<file path="config.mk">
export PLATFORM = sky130hd
export DESIGN_NAME = cfg_reg_port
export DESIGN_NICKNAME = d
export VERILOG_FILES = /design/src/rtl/cfgport_pkg.sv /design/src/rtl/cfg_seq_ptr.sv /design/src/rtl/cfg_serial_rx.sv /design/src/rtl/cfg_rd_pipe.sv /design/src/rtl/cfg_reg_port.sv
export SDC_FILE = /design/constraint.sdc
export NUM_CORES = 1
export LEC_CHECK = 0
export ABC_CLOCK_PERIOD_IN_PS = 4700
export BUFFER_PORTS_ARGS = -buffer_cell sky130_fd_sc_hd__buf_2
export CORE_ASPECT_RATIO = 2
export CORE_MARGIN = 2
export CORE_UTILIZATION = 39
export DETAILED_ROUTE_END_ITERATION = 10
export GPL_TIMING_DRIVEN = 1
export PLACE_DENSITY_LB_ADDON = 0.12
export SLEW_MARGIN = 20
export SYNTH_ARGS = -nofsm -noshare
export SYNTH_HDL_FRONTEND = slang
export SYNTH_SLANG_ARGS = --single-unit
</file>
<file path="constraint.sdc">
create_clock -name clk -period 4.7 [get_ports clk]
set_input_delay 0.94 -clock clk [delete_from_list [all_inputs] [get_ports clk]]
set_output_delay 0.94 -clock clk [all_outputs]
set_load 0.02 [all_outputs]
</file>
<file path="src/rtl/cfgport_pkg.sv">
package cfgport_pkg;

    localparam int unsigned CFG_W     = 8;
    localparam int unsigned QMODE_IDX = 2;
    localparam int unsigned QMODE_BIT = 0;
    localparam int unsigned FAST_IDX  = 9;
    localparam int unsigned FAST_BIT  = 7;

    typedef logic [CFG_W-1:0] cfg_byte_t;

    // Power-on value of the register in slot idx (slot 0 = address 0x1).
    function automatic cfg_byte_t reset_value(input int unsigned idx);
        return (idx == 3 || idx == 6) ? 8'h7F : 8'h00;
    endfunction

endpackage

</file>
<file path="src/rtl/cfg_seq_ptr.sv">
// Wrapping slot pointer: clears to slot 0, steps once per strobe.
module cfg_seq_ptr #(
    parameter int unsigned COUNT = 10,
    parameter int unsigned IDX_W = (COUNT > 1) ? $clog2(COUNT) : 1
) (
    input  logic             clk,
    input  logic             rst_n,
    input  logic             clear,
    input  logic             step,
    output logic [IDX_W-1:0] idx
);

    localparam logic [IDX_W-1:0] LAST = IDX_W'(COUNT - 1);

    typedef struct packed {
        logic [IDX_W-1:0] idx;
    } ptr_t;

    ptr_t ptr_d, ptr_q;

    always_comb begin
        ptr_d = ptr_q;
        if (clear) begin
            ptr_d.idx = '0;
        end else if (step) begin
            ptr_d.idx = (ptr_q.idx == LAST) ? '0 : ptr_q.idx + 1'b1;
        end
    end

    always_ff @(posedge clk or negedge rst_n) begin
        if (!rst_n) begin
            ptr_q <= '0;
        end else begin
            ptr_q <= ptr_d;
        end
    end

    assign idx = ptr_q.idx;

endmodule

</file>
<file path="src/rtl/cfg_serial_rx.sv">
// Oversampled serial frame receiver: address then data, MSB first.
module cfg_serial_rx #(
    parameter int unsigned ADDR_W  = 8,
    parameter int unsigned DATA_W  = 8,
    parameter int unsigned FRAME_W = ADDR_W + DATA_W,
    parameter int unsigned CNT_W   = $clog2(FRAME_W)
) (
    input  logic              clk,
    input  logic              rst_n,
    input  logic              ser_clk,
    input  logic              ser_din,
    input  logic              ser_en,
    input  logic              blocked,
    output logic              commit,
    output logic [ADDR_W-1:0] commit_addr,
    output logic [DATA_W-1:0] commit_data
);

    localparam logic [CNT_W-1:0] LAST_BIT = CNT_W'(FRAME_W - 1);

    typedef struct packed {
        logic [2:0]         clk_pipe;
        logic [1:0]         din_pipe;
        logic [1:0]         en_pipe;
        logic [FRAME_W-1:0] shift;
        logic [CNT_W-1:0]   cnt;
    } rx_t;

    rx_t rx_d, rx_q;

    logic               active;
    logic               rise;
    logic [FRAME_W-1:0] frame;

    assign active = rx_q.en_pipe[1] && !blocked;
    assign rise   = rx_q.clk_pipe[1] && !rx_q.clk_pipe[2];
    assign frame  = {rx_q.shift[FRAME_W-2:0], rx_q.din_pipe[1]};

    always_comb begin
        rx_d          = rx_q;
        commit        = 1'b0;
        rx_d.clk_pipe = {rx_q.clk_pipe[1:0], ser_clk};
        rx_d.din_pipe = {rx_q.din_pipe[0], ser_din};
        rx_d.en_pipe  = {rx_q.en_pipe[0], ser_en};
        if (!active) begin
            rx_d.cnt = '0;
        end else if (rise) begin
            rx_d.shift = frame;
            if (rx_q.cnt == LAST_BIT) begin
                rx_d.cnt = '0;
                commit   = 1'b1;
            end else begin
                rx_d.cnt = rx_q.cnt + 1'b1;
            end
        end
    end

    always_ff @(posedge clk or negedge rst_n) begin
        if (!rst_n) begin
            rx_q <= '0;
        end else begin
            rx_q <= rx_d;
        end
    end

    assign commit_addr = frame[FRAME_W-1:DATA_W];
    assign commit_data = frame[DATA_W-1:0];

endmodule

</file>
<file path="src/rtl/cfg_rd_pipe.sv">
// Fixed-latency return path for parallel register reads.
module cfg_rd_pipe #(
    parameter int unsigned W   = 8,
    parameter int unsigned LAT = 4
) (
    input  logic         clk,
    input  logic         rst_n,
    input  logic         in_valid,
    input  logic [W-1:0] in_data,
    output logic         out_valid,
    output logic [W-1:0] out_data
);

    typedef struct packed {
        logic [LAT-1:0]        vld;
        logic [LAT-1:0][W-1:0] dat;
    } pipe_t;

    pipe_t pipe_d, pipe_q;

    always_comb begin
        pipe_d     = pipe_q;
        pipe_d.vld = {pipe_q.vld[LAT-2:0], in_valid};
        pipe_d.dat = {pipe_q.dat[LAT-2:0], (in_valid ? in_data : W'(0))};
    end

    always_ff @(posedge clk or negedge rst_n) begin
        if (!rst_n) begin
            pipe_q <= '0;
        end else begin
            pipe_q <= pipe_d;
        end
    end

    assign out_valid = pipe_q.vld[LAT-1];
    assign out_data  = pipe_q.dat[LAT-1];

endmodule

</file>
<file path="src/rtl/cfg_reg_port.sv">
module cfg_reg_port
    import cfgport_pkg::*;
#(
    parameter int unsigned NUM_REGS   = 10,
    parameter int unsigned BUS_W      = 36,
    parameter int unsigned RD_LATENCY = 4,
    parameter int unsigned SER_ADDR_W = 8
) (
    input  logic                      clk,
    input  logic                      rst_n,
    input  logic                      cfg_access,
    input  logic                      wr_en,
    input  logic [BUS_W-1:0]          wr_data,
    input  logic                      rd_en,
    output logic [CFG_W-1:0]          rd_data,
    output logic                      rd_valid,
    input  logic                      ser_clk,
    input  logic                      ser_din,
    input  logic                      ser_en,
    output logic [NUM_REGS*CFG_W-1:0] cfg_flat,
    output logic                      queue_mode,
    output logic                      fast_clk
);

    localparam int unsigned IDX_W = $clog2(NUM_REGS);
    localparam logic [SER_ADDR_W-1:0] TOP_ADDR = SER_ADDR_W'(NUM_REGS);

    typedef struct packed {
        cfg_byte_t [NUM_REGS-1:0] regs;
    } bank_t;

    bank_t bank_d, bank_q;

    logic                  wr_go, rd_go;
    logic [IDX_W-1:0]      wr_idx, rd_idx;
    logic                  ser_commit;
    logic [SER_ADDR_W-1:0] ser_addr;
    cfg_byte_t             ser_data;
    logic                  ser_addr_ok;
    logic [IDX_W-1:0]      ser_idx;
    logic                  unused_bus_hi;

    // ser_en alongside cfg_access is illegal: it blocks every path.
    assign wr_go = cfg_access && wr_en && !ser_en;
    assign rd_go = cfg_access && rd_en && !ser_en;
    assign unused_bus_hi = ^wr_data[BUS_W-1:CFG_W];

    cfg_seq_ptr #(.COUNT(NUM_REGS), .IDX_W(IDX_W)) u_wr_ptr (
        .clk   (clk),
        .rst_n (rst_n),
        .clear (!cfg_access),
        .step  (wr_go),
        .idx   (wr_idx)
    );

    cfg_seq_ptr #(.COUNT(NUM_REGS), .IDX_W(IDX_W)) u_rd_ptr (
        .clk   (clk),
        .rst_n (rst_n),
        .clear (!cfg_access),
        .step  (rd_go),
        .idx   (rd_idx)
    );

    cfg_serial_rx #(.ADDR_W(SER_ADDR_W), .DATA_W(CFG_W)) u_ser (
        .clk         (clk),
        .rst_n       (rst_n),
        .ser_clk     (ser_clk),
        .ser_din     (ser_din),
        .ser_en      (ser_en),
        .blocked     (cfg_access),
        .commit      (ser_commit),
        .commit_addr (ser_addr),
        .commit_data (ser_data)
    );

    assign ser_addr_ok = (ser_addr != '0) && (ser_addr <= TOP_ADDR);
    assign ser_idx     = IDX_W'(ser_addr - 1'b1);

    always_comb begin
        bank_d = bank_q;
        if (wr_go) begin
            bank_d.regs[wr_idx] = wr_data[CFG_W-1:0];
        end
        if (ser_commit && ser_addr_ok) begin
            bank_d.regs[ser_idx] = ser_data;
        end
    end

    always_ff @(posedge clk or negedge rst_n) begin
        if (!rst_n) begin
            for (int unsigned i = 0; i < NUM_REGS; i++) begin
                bank_q.regs[i] <= reset_value(i);
            end
        end else begin
            bank_q <= bank_d;
        end
    end

    cfg_rd_pipe #(.W(CFG_W), .LAT(RD_LATENCY)) u_rd_pipe (
        .clk       (clk),
        .rst_n     (rst_n),
        .in_valid  (rd_go),
        .in_data   (bank_q.regs[rd_idx]),
        .out_valid (rd_valid),
        .out_data  (rd_data)
    );

    for (genvar g = 0; g < NUM_REGS; g++) begin : g_flat
        assign cfg_flat[g*CFG_W +: CFG_W] = bank_q.regs[g];
    end

    assign queue_mode = bank_q.regs[QMODE_IDX][QMODE_BIT];
    assign fast_clk   = bank_q.regs[FAST_IDX][FAST_BIT];

endmodule

</file>
==> summary.txt <==
Clocking
  • Worst-case clock buffer depth: 2
  • Hold-fix buffers, CTS: 0
  • CTS-repair resized insts: 0
  • Post-CTS Setup Bufs: 0
  • Htree depth: 4
  • Clock root buffer: clkbuf_16
  • CTS buffer count: 17
  • Clock Latency Late Sink: 0.42 ns
  • Clk slew on worst S/H paths: 0.07 ns
  • TritonCTS clock tree: yes
  • CTS sink cnt: 150

STA
  • Final Hold Fails: 0
  • Clock Skew: ~0.0084 ns
  • Post-route minimum period: 2.833 ns
  • Setup violations, final: 0
  • RSZ-0062 raised after global routing: false
  • Crit share post-route: ~60%
  • WHS: between 0.3 and 0.4 ns
  • Final worst slack: roughly 1.9 ns
  • Tightest Pin Transition: around 0.99 ns
  • Peak Freq: approximately 350 MHz
  • Max Transition Viols Final: 0
  • TNS Setup: 0 ns
  • Relative slew margins: about a third

Power
  • Power Internal: ~2.5 mW
  • Peak VDD IR: approximately 190 µV
  • Clock power frac: a little over two fifths
  • Sequential cell fraction of total power: roughly 45%
  • Pleak: 4.216 nW
  • Pwr dens: slightly below 400 nW/µm²
  • Combinational fraction of design power: between 10% and 20%
  • Net Switching: 0.8924 mW
  • Sw Share: a little over a quarter

Drt
  • Vias/cell: between 5 and 6
  • WL/cell: 22.82 µm
  • Vias: ~4,600
  • DRT Wirelength: ~19,000 µm
  • # DRC: 0
  • Routed Antenna Nets: 0
  • Initial DRC count: 204
  • DRT Pass-1 Iters: 5

Status
  • Status: complete, no violations

Setup path
  • CP Data Arrival Time: between 3 and 4 ns
  • Crit path largest cell delay: 0.68 ns
  • Crit end category: register
  • Worst EP required: 5.01 ns
  • WP buf/inv: 1
  • Gate family responsible for the most delay along the worst path: simple AND/OR/NAND/NOR gates
  • Crit start category: input pin
  • Worst path cell trace: buf_2 > and4bb_2 > nand3_1 > a2111oi_4 > mux2_2
  • Setup Crit Path Kind: in2reg
  • Slowest stage cell, crit path: a2111oi_4
  • Worst-path fanout max: 20

Floorplanning
  • Io pins: roughly 140
  • Area of the core: about 18,000 µm²
  • Die height: slightly below 200 µm
  • Num rows: 70
  • Starting Density: 39.73%
  • Die area: 19,730 µm²
  • Die outline width: roughly 100 µm

Logic synthesis
  • Post-synthesis sequential area ratio: between 50% and 60%
  • Netlist cell types: 50
  • Async SR Flop Fraction: 100.0%
  • Synth Instances: between 500 and 600
  • Ys Warns: 0
  • FF+latch count, synth: 150
  • Ys flop type: dfrtp_1
  • Syn_nets: around 580
  • Post-synth EDFFs: 0
  • Post-Syn Area: between 7000 and 8000 µm²
  • Mapped Avg Cell Area: between 10 and 15 µm²

Hold path
  • Worst min-delay path category: reg2reg

Finish
  • Antenna diodes: 0
  • Fin cells: approximately 850
  • Layout area overhead: 17.79%
  • Fill count: ~1,700
  • Layout cells sized above 1: between 50% and 60%
  • Net count, final: 666

Global routing
  • Vias in the first global route: between 4,000 and 5,000
  • Initial antenna violation count: 0
  • Congestion Overflow GR: 0
  • Global-route wire length before repair: between 20,000 and 30,000 µm
  • Total GRT Usage: 20.48%
  • Largest net degree at the start of global routing: 112

Placement
  • # port buffers: roughly 110
  • Place WS: around 1.4 ns
  • Placer congestion estimate: roughly 0.77
  • Post-DP HPWL: approximately 14,000 µm
  • Placed cell count: just over 800

Flow run
  • Max Cap Violations: 0
-- registers in the layout (all words and copies together), names as in the netlist --
signal and count:
u_rd_ptr.idx 4, u_ser.rx_d 4, u_ser.commit_data 8, u_rd_pipe.out_valid 1, u_rd_pipe.out_data 8, u_ser.commit_addr 8
u_wr_ptr.idx 4, cfg_flat 80, u_rd_pipe.pipe_d 27, u_ser.rx_q 6
-- power by group through the flow --
stage | clock [mW] | combinational, mW | sequential [mW]
6_report | 1.47 | 0.377 | 1.50
3_3_place_gp | 0 | 0.375 | 1.52
2_1_floorplan | 0 | 0.220 | 1.52
5_1_grt | 1.55 | 0.408 | 1.51
3_5_place_dp | 0 | 0.382 | 1.52
4_1_cts | 1.50 | 0.383 | 1.50
-- cells in the mapped netlist (2+ instances only) --
cell | n | area, µm²
nand4b_1 | 4 | 35.03
buf_2 | 8 | 40.04
dfstp_2 | 14 | 367.9
mux2_2 | 183 | 2061
ha_1 | 3 | 37.54
nand2_4 | 2 | 22.52
o21ai_0 | 15 | 75.07
clkbuf_1 | 24 | 90.09
nand3_1 | 10 | 50.05
and3b_2 | 2 | 20.02
nand4_1 | 4 | 25.02
mux2i_1 | 16 | 160.2
a2111oi_4 | 2 | 55.05
a221oi_1 | 8 | 70.07
buf_4 | 3 | 22.52
nand2b_1 | 2 | 12.51
and3_1 | 3 | 18.77
a21o_1 | 2 | 15.01
dfrtp_1 | 136 | 3403
nor2b_1 | 7 | 43.79
nand3b_1 | 2 | 15.01
and4_1 | 2 | 17.52
buf_1 | 5 | 18.77
a21oi_1 | 12 | 60.06
mux4_2 | 8 | 180.2
nand2_1 | 18 | 67.56
inv_1 | 6 | 22.52
and2_1 | 2 | 12.51
nor2_1 | 7 | 26.28
-- cells by family (layout without fill, tap and decap cells) --
group	Yosys count	in the layout	share of synthesized area, %
mux	208	208	33.39
flops	150	150	52.11
compound gates	46	46	4.582
simple gates	75	75	6.328
buf+inv	47	148	2.835
xor+xnor	2	2	0.2421
fa+ha+maj	3	3	0.5187
-- stage by stage --
stage                     power (mW)  util, %  cell area [µm²]
after global placement         1.893    43.32             7893
after global routing           3.474    46.79             8524
after CTS                      3.378    46.78             8522
final                          3.344    46.79             8524
after detailed placement       1.905    43.32             7893
after floorplan                1.735        -             7237
-- per-layer routing --
| metal | share of wire, % | GRT usage [%] | wire length, µm |
|---|---|---|---|
| met1 | 38 | 23.14 | 7430 |
| met5 | 0 | 0 | 0 |
| met2 | 57 | 38.45 | 10960 |
| met3 | 3.4 | 3.475 | 654 |
| met4 | 1.6 | 6.190 | 308 |
-- cell usage in the layout, fill, tap and decap left out, types with 3 or more instances in the layout --
cell type	count
nand2_1	18
bufinv_16	4
mux4_2	8
buf_4	4
nor2_1	7
a221oi_1	8
nand4_1	4
mux2_2	183
dfrtp_1	135
mux2i_1	16
ha_1	3
buf_2	105
nor2b_1	7
nand4b_1	4
nand3_1	10
clkbuf_16	17
clkinv_4	3
inv_1	6
and3_1	3
o21ai_0	15
dfstp_2	14
a21oi_1	12
-- area by class of cell --
| cell class | count | area, µm² | area share (%) |
|---|---|---|---|
| Multi-Input combinational cell | 334 | 3261 | 38.25 |
| Clock buffer | 18 | 429.2 | 5.034 |
| Inverter | 6 | 22.52 | 0.2642 |
| Timing Repair Buffer | 110 | 569.3 | 6.678 |
| Tap cell | 216 | 270.3 | 3.170 |
| Clock inverter | 14 | 200.2 | 2.348 |
| Sequential cell | 150 | 3772 | 44.25 |
-- worst register-to-register path, stage by stage, from the launching register on --
cell,delay (ns)
dfrtp_1,0.38
and4bb_2,0.65
nand3_1,0.24
a2111oi_4,0.69
mux2_2,0.42
-- worst paths after layout --
kind	start	to	slack (ns)	depth (start not counted)
worst max-delay path	cfg_access	cfg_flat[19]$_DFF_PN0_	1.87	5
worst min-delay path	u_rd_pipe.pipe_d[10]$_DFF_PN0_	u_rd_pipe.pipe_d[18]$_DFF_PN0_	0.35	0
worst max register to register	u_ser.rx_q[26]$_DFF_PN0_	cfg_flat[19]$_DFF_PN0_	2.21	4
worst min register to register	u_rd_pipe.pipe_d[10]$_DFF_PN0_	u_rd_pipe.pipe_d[18]$_DFF_PN0_	0.35	0
max in group asynchronous	rst_n	cfg_flat[27]$_DFF_PN1_	3.09	2
min in group asynchronous	rst_n	u_rd_pipe.pipe_d[31]$_DFF_PN0_	0.61	1
Note: power is estimated with default switching activity, not from simulation.
